## src/rtl/irq_trk_pkg.sv

```systemverilog
// Package: shared defaults for the interrupt tracker.
// Assumes: consumers take these as parameter defaults only.
package irq_trk_pkg;
    localparam int DEF_LINES  = 8;
    localparam int DEF_PRIO_W = 3;
endpackage

```

## src/rtl/irq_line_bank.sv

```systemverilog
// Module: per-line pending and active state registers.
// Does: sets pending from request/software, clears it on software clear
// or handler entry (set wins), sets active on entry, clears on return.
// Assumes: take_hit is one-hot or zero; reset is synchronous, active low.
module irq_line_bank #(
    parameter int NUM_LINES = irq_trk_pkg::DEF_LINES,
    parameter int IDX_W     = $clog2(NUM_LINES)
) (
    input  logic                 clk,
    input  logic                 rst_n,
    input  logic [NUM_LINES-1:0] req,
    input  logic [NUM_LINES-1:0] sw_set,
    input  logic [NUM_LINES-1:0] sw_clr,
    input  logic [NUM_LINES-1:0] take_hit,
    input  logic                 ret,
    input  logic [IDX_W-1:0]     ret_id,
    output logic [NUM_LINES-1:0] pend,
    output logic [NUM_LINES-1:0] act
);
    for (genvar g = 0; g < NUM_LINES; g++) begin : g_line
        localparam logic [IDX_W-1:0] MY_ID = IDX_W'(g);
        logic ret_hit;
        logic set_any;

        // Decode whether this line's handler returns now.
        assign ret_hit = ret && (ret_id == MY_ID);
        // Any source that asks for pending this cycle.
        assign set_any = req[g] | sw_set[g];

        // Pending register: set sources override clear sources.
        always_ff @(posedge clk) begin
            if (!rst_n) pend[g] <= 1'b0;
            else        pend[g] <= (pend[g] & ~(sw_clr[g] | take_hit[g])) | set_any;
        end

        // Active register: entry overrides return on the same line.
        always_ff @(posedge clk) begin
            if (!rst_n) act[g] <= 1'b0;
            else        act[g] <= (act[g] & ~ret_hit) | take_hit[g];
        end

        assert_ret_keeps_pend_R2: assert property (@(posedge clk) disable iff (!rst_n)
            (ret_hit && pend[g] && !sw_clr[g] && !take_hit[g]) |=> pend[g]);

        assert_entry_state_R8: assert property (@(posedge clk) disable iff (!rst_n)
            take_hit[g] |=> (act[g] && (pend[g] == ($past(req[g]) | $past(sw_set[g])))));

        assert_set_wins_R11: assert property (@(posedge clk) disable iff (!rst_n)
            (req[g] || sw_set[g]) |=> pend[g]);
    end
endmodule

```

## src/rtl/irq_arbiter.sv

```systemverilog
// Module: selects the enabled pending line with the most urgent priority.
// Does: smallest priority value wins; ties go to the lower line number.
// Assumes: priorities are packed PRIO_W-bit fields, 0 most urgent.
module irq_arbiter #(
    parameter int NUM_LINES = irq_trk_pkg::DEF_LINES,
    parameter int PRIO_W    = irq_trk_pkg::DEF_PRIO_W,
    parameter int IDX_W     = $clog2(NUM_LINES)
) (
    input  logic                        clk,
    input  logic                        rst_n,
    input  logic [NUM_LINES-1:0]        pend,
    input  logic [NUM_LINES-1:0]        en,
    input  logic [NUM_LINES*PRIO_W-1:0] prio,
    output logic                        win_valid,
    output logic [IDX_W-1:0]            win_id,
    output logic [PRIO_W-1:0]           win_prio
);
    logic [NUM_LINES-1:0] cand;

    // Only enabled pending lines compete.
    assign cand = pend & en;

    // Scan from the top line down so an equal priority lets the lower index replace.
    always_comb begin
        win_valid = 1'b0;
        win_id    = '0;
        win_prio  = '1;
        for (int i = NUM_LINES - 1; i >= 0; i--) begin
            if (cand[i] && (!win_valid || prio[i*PRIO_W +: PRIO_W] <= win_prio)) begin
                win_valid = 1'b1;
                win_id    = IDX_W'(i);
                win_prio  = prio[i*PRIO_W +: PRIO_W];
            end
        end
    end

    assert_winner_enabled_R10: assert property (@(posedge clk) disable iff (!rst_n)
        win_valid |-> (pend[win_id] && en[win_id]));

    for (genvar g = 0; g < NUM_LINES; g++) begin : g_chk
        assert_winner_most_urgent_R6: assert property (@(posedge clk) disable iff (!rst_n)
            cand[g] |-> (win_valid && win_prio <= prio[g*PRIO_W +: PRIO_W]));
        assert_tie_low_index_R7: assert property (@(posedge clk) disable iff (!rst_n)
            (cand[g] && prio[g*PRIO_W +: PRIO_W] == win_prio) |-> (int'(win_id) <= g));
    end
endmodule

```

## src/rtl/irq_exec_level.sv

```systemverilog
// Module: current execution priority from the active set.
// Does: minimum priority over active lines, or 2^PRIO_W when idle.
// Assumes: result is one bit wider than a line priority.
module irq_exec_level #(
    parameter int NUM_LINES = irq_trk_pkg::DEF_LINES,
    parameter int PRIO_W    = irq_trk_pkg::DEF_PRIO_W
) (
    input  logic                        clk,
    input  logic                        rst_n,
    input  logic [NUM_LINES-1:0]        act,
    input  logic [NUM_LINES*PRIO_W-1:0] prio,
    output logic [PRIO_W:0]             exec_prio
);
    localparam logic [PRIO_W:0] IDLE_LVL = {1'b1, {PRIO_W{1'b0}}};

    // Minimum search over the active lines.
    always_comb begin
        exec_prio = IDLE_LVL;
        for (int i = 0; i < NUM_LINES; i++) begin
            if (act[i] && ({1'b0, prio[i*PRIO_W +: PRIO_W]} < exec_prio))
                exec_prio = {1'b0, prio[i*PRIO_W +: PRIO_W]};
        end
    end

    for (genvar g = 0; g < NUM_LINES; g++) begin : g_chk
        assert_exec_bounds_R9: assert property (@(posedge clk) disable iff (!rst_n)
            act[g] |-> (exec_prio <= {1'b0, prio[g*PRIO_W +: PRIO_W]}));
    end
endmodule

```

## src/rtl/irq_tracker.sv

```systemverilog
// Module: top of the prioritised interrupt pending/active tracker.
// Does: combines line state, winner selection and execution priority,
// raises take_req when the winner strictly beats the running level,
// and commits handler entry on ack.
// Assumes: NUM_LINES >= 2; ret_id names a line; synchronous active-low reset.
module irq_tracker #(
    parameter int NUM_LINES = irq_trk_pkg::DEF_LINES,
    parameter int PRIO_W    = irq_trk_pkg::DEF_PRIO_W,
    localparam int IDX_W    = $clog2(NUM_LINES)
) (
    input  logic                        clk,
    input  logic                        rst_n,
    input  logic [NUM_LINES-1:0]        irq_req,
    input  logic [NUM_LINES-1:0]        irq_en,
    input  logic [NUM_LINES*PRIO_W-1:0] irq_prio,
    input  logic [NUM_LINES-1:0]        sw_set,
    input  logic [NUM_LINES-1:0]        sw_clr,
    input  logic                        ack,
    input  logic                        ret,
    input  logic [IDX_W-1:0]            ret_id,
    output logic                        win_valid,
    output logic [IDX_W-1:0]            win_id,
    output logic [PRIO_W-1:0]           win_prio,
    output logic                        take_req,
    output logic [PRIO_W:0]             exec_prio,
    output logic [NUM_LINES-1:0]        pend_o,
    output logic [NUM_LINES-1:0]        act_o
);
    logic [NUM_LINES-1:0] take_hit;
    logic                 go;

    irq_line_bank #(.NUM_LINES(NUM_LINES), .IDX_W(IDX_W)) u_bank (
        .clk(clk), .rst_n(rst_n), .req(irq_req), .sw_set(sw_set), .sw_clr(sw_clr),
        .take_hit(take_hit), .ret(ret), .ret_id(ret_id), .pend(pend_o), .act(act_o)
    );

    irq_arbiter #(.NUM_LINES(NUM_LINES), .PRIO_W(PRIO_W), .IDX_W(IDX_W)) u_arb (
        .clk(clk), .rst_n(rst_n), .pend(pend_o), .en(irq_en), .prio(irq_prio),
        .win_valid(win_valid), .win_id(win_id), .win_prio(win_prio)
    );

    irq_exec_level #(.NUM_LINES(NUM_LINES), .PRIO_W(PRIO_W)) u_exec (
        .clk(clk), .rst_n(rst_n), .act(act_o), .prio(irq_prio), .exec_prio(exec_prio)
    );

    // Preemption needs a strictly more urgent winner.
    assign take_req = win_valid && ({1'b0, win_prio} < exec_prio);
    // Entry only commits while a take is offered.
    assign go = ack && take_req;

    // One-hot entry strobe toward the winning line.
    always_comb begin
        take_hit = '0;
        if (go) take_hit[win_id] = 1'b1;
    end

    for (genvar g = 0; g < NUM_LINES; g++) begin : g_chk
        assert_preempt_strict_R4: assert property (@(posedge clk) disable iff (!rst_n)
            (take_req && act_o[g]) |-> (win_prio < irq_prio[g*PRIO_W +: PRIO_W]));
    end

    assert_ack_ignored_R8: assert property (@(posedge clk) disable iff (!rst_n)
        (ack && !take_req && !ret) |=> (act_o == $past(act_o)));

    assert_entry_onehot_R8: assert property (@(posedge clk) disable iff (!rst_n)
        $onehot0(take_hit));
endmodule

```

## config.mk

```make
export PLATFORM = sky130hd
export DESIGN_NAME = irq_tracker
export DESIGN_NICKNAME = d
export VERILOG_FILES = /design/src/rtl/irq_trk_pkg.sv /design/src/rtl/irq_line_bank.sv /design/src/rtl/irq_arbiter.sv /design/src/rtl/irq_exec_level.sv /design/src/rtl/irq_tracker.sv
export SDC_FILE = /design/constraint.sdc
export NUM_CORES = 1
export LEC_CHECK = 0
export ABC_CLOCK_PERIOD_IN_PS = 13600
export BUFFER_PORTS_ARGS = -buffer_cell sky130_fd_sc_hd__clkbuf_2
export CORE_ASPECT_RATIO = 1.75
export CORE_MARGIN = 3
export CORE_UTILIZATION = 43
export CTS_BUF_LIST = sky130_fd_sc_hd__clkbuf_4 sky130_fd_sc_hd__clkbuf_8
export CTS_CLUSTER_DIAMETER = 80
export DETAILED_ROUTE_END_ITERATION = 6
export GPL_ROUTABILITY_DRIVEN = 0
export PLACE_DENSITY_LB_ADDON = 0.3
export SLEW_MARGIN = 20
export SYNTH_ARGS = -nofsm -noshare
export SYNTH_HDL_FRONTEND = slang
export SYNTH_SLANG_ARGS = --single-unit
```

## constraint.sdc

```tcl
create_clock -name clk -period 13.6 [get_ports clk]
set_input_delay 0.68 -clock clk [delete_from_list [all_inputs] [get_ports clk]]
set_output_delay 0.68 -clock clk [all_outputs]
set_load 0.02 [all_outputs]
```

==> run_results.csv <==
group,metric,value,unit
run_status,status,"completed",
route,wl_per_cell,17.2,um
setup_path,cp.arrival,11.44,ns
synthesis,synthMostInstantiatedCell,"ha_1",
sta,slew_headroom,27.6,%
synthesis,synth_cell_types,71,
synthesis,synthFlopType,"dfxtp_1",
sta,drv_slew,0,
cts,h-tree-depth,1,
setup_path,critPathMaxFanout,12,
grt,grt_pass1_vias,3539,
synthesis,avgSynthCellArea,7.37,um2
route,post-route-drc-count,0,
floorplanning,dieWidth,69.5,um
grt,grt_usage,23.8,%
sta,clock.fmax,82.5,MHz
sta,rsz0062_at_grt,"false",
route,ant_nets,0,
layout,layout.nets,600,
synthesis,async_flop_share,0,%
setup_path,required,12.92,ns
place,post-dp-hpwl,8.57,mm
cts,cts-buffers-inserted,3,
synthesis,synthTopCellsByArea,"ha_1 15%, dfxtp_1 11%, inv_1 4.4%",
route,vias,3611,
layout,final_cell_area,3600,um2
cts,cts_root_buffer,"clkbuf_8",
sta,post-route-period-util,89.1,%
synthesis,synth_area,3040,um2
cts,cts_sinks,16,
synthesis,synth_nets,512,
synthesis,synth_top_area_share,15.2,%
synthesis,synth.largest_area_cell,"ha_1",
route,vias_per_cell,6.22,
floorplanning,row_count,39,
min_path,min_path_type,"register to register",
synthesis,synth_cells,412,
sta,hold_viol_final,0,
floorplanning,fp.dieH,117,um
setup_path,critPathMaxStageDelay,0.54,ns
layout,antennaDiodeCount,0,
cts,cts_tree,"yes",
sta,setup_tns,0,ns
pwr,ir_drop,65.3,uV
grt,antenna_found_initial,0,
setup_path,crit_top_cell,"ha_1",
synthesis,synth_edf_count,0,
route,routed_wirelength,9.97,mm
cts,insertion_delay,0.25,ns
cts,clk_path_buf_depth,2,
pwr,power_density,107,nW/um2
sta,tightest_slew,1.09,ns
synthesis,seq_area_frac_synth,10.5,%
cts,clkSlewWorstSetupHoldPaths,0.06,ns
setup_path,slowest_stage,"o311ai_4",
synthesis,yosys_warnings,0,
layout,drive_gt1_share,25.7,%
synthesis,ys_top_cells_by_count,"37 x ha_1, 36 x inv_1, 34 x nand2_1",
floorplanning,initial_core_util,45.4,%
layout,final_cells,581,
setup_path,critPathKind,"input pin to output port",
place,numPortBuffers,90,
route,dr.pass1.iters,5,
cts,ctsHoldBuffers,0,
sta,fin_skew,0.00261,ns
route,drt-initial-drc-count,158,
sta,setup_violations,0,
floorplanning,ios,91,
pwr,power.leakage,1.74,nW
pwr,total_power,0.384,mW
setup_path,start_kind,"input pin",
place,dpl_cell_area,3550,um2
cts,cts_resized,0,
cts,cts_setup_buffers,0,
layout,syn_to_final_growth,18.6,%
setup_path,crit_path_end_kind,"output port",
floorplanning,core,6690,um2
run,maxCapViolCount,0,
sta,min_period,12.12,ns
synthesis,ys_ff_latch,16,
place,place_inst,577,
grt,grt_first_pass_wirelength,16.1,mm
floorplanning,dieArea,8150,um2
grt,globalRouteOverflowTotal,0,
grt,grt_max_degree,17,
-- layout make-up --
cell class | instances | area, um2
well taps | 82 | 103
clock buffers | 4 | 55.1
inverters | 38 | 143
flip-flops and latches | 16 | 320
repair buffers | 90 | 450
fillers | 677 | 3080
multi-input cells | 351 | 2530
-- stage by stage --
step | utilization [%] | setup slack, ns | hold WS (ns)
detailed placement | 53.1 | 1.60 | 0.581
global route | 53.9 | 0.633 | 0.631
finish | 53.9 | 1.48 | 0.583
floorplan | - | 2.71 | 0.615
CTS | 53.9 | 1.58 | 0.588
global placement | 53.1 | 1.71 | 0.587
-- metal layers --
metal | global-route usage [%] | share of wire [%] | up-vias
li1 | - | - | 1771
met1 | 24.7 | 37 | 1682
met2 | 47.6 | 55 | 131
met3 | 3.25 | 4.7 | 27
met4 | 9.26 | 3.3 | 0
met5 | 0 | 0 | -
-- cells by family after synthesis --
| family | Yosys count | share of synthesized area, % |
|---|---|---|
| AO/OA/AOI/OAI | 171 | 41.4 |
| adder cells (fa/ha/maj) | 37 | 15.2 |
| multiplexers | 11 | 3.75 |
| AND/OR/NAND/NOR | 132 | 23.0 |
| flip-flops | 16 | 10.5 |
| buffers and inverters | 45 | 6.10 |
-- report_power, final --
group	switching (mW)	internal, mW
combinational	0.171	0.110
clock	0.0159	0.0257
sequential	0.0102	0.0514
-- flip-flops by register name, indices dropped and copies added (netlist names) --
| signal | cells |
|---|---|
| u_bank.pend | 8 |
| u_bank.act | 8 |
-- layout by cell type, fill, tap and decap left out, drive strengths merged, types with 10 or more instances in the layout --
master,instances
o21a,14
or2,10
ha,37
clkbuf,94
inv,38
a31oi,11
nor2,26
o21ai,28
dfxtp,16
a21oi,28
nand3,14
nand2,34
a21o,11
-- final timing paths --
| path | from | to | slack (ns) | depth (start not counted) |
|---|---|---|---|---|
| worst max-delay path | irq_en[7] | take_req | 1.48 | 52 |
| worst min-delay path | u_bank.act[7]$_SDFF_PN0_ | u_bank.act[7]$_SDFF_PN0_ | 0.58 | 2 |
| worst max register to register | u_bank.pend[7]$_SDFF_PN0_ | u_bank.pend[4]$_SDFF_PN0_ | 1.91 | 53 |
| worst min register to register | u_bank.act[7]$_SDFF_PN0_ | u_bank.act[7]$_SDFF_PN0_ | 0.58 | 2 |
-- worst max-delay path: cells and delay by family --
family	cells	cell delay (ns)
compound gates	26	5.82
fa+ha+maj	8	2.29
simple gates	11	1.68
buf+inv	6	0.56
mux	1	0.40
Power figures use the tool's default switching activity.
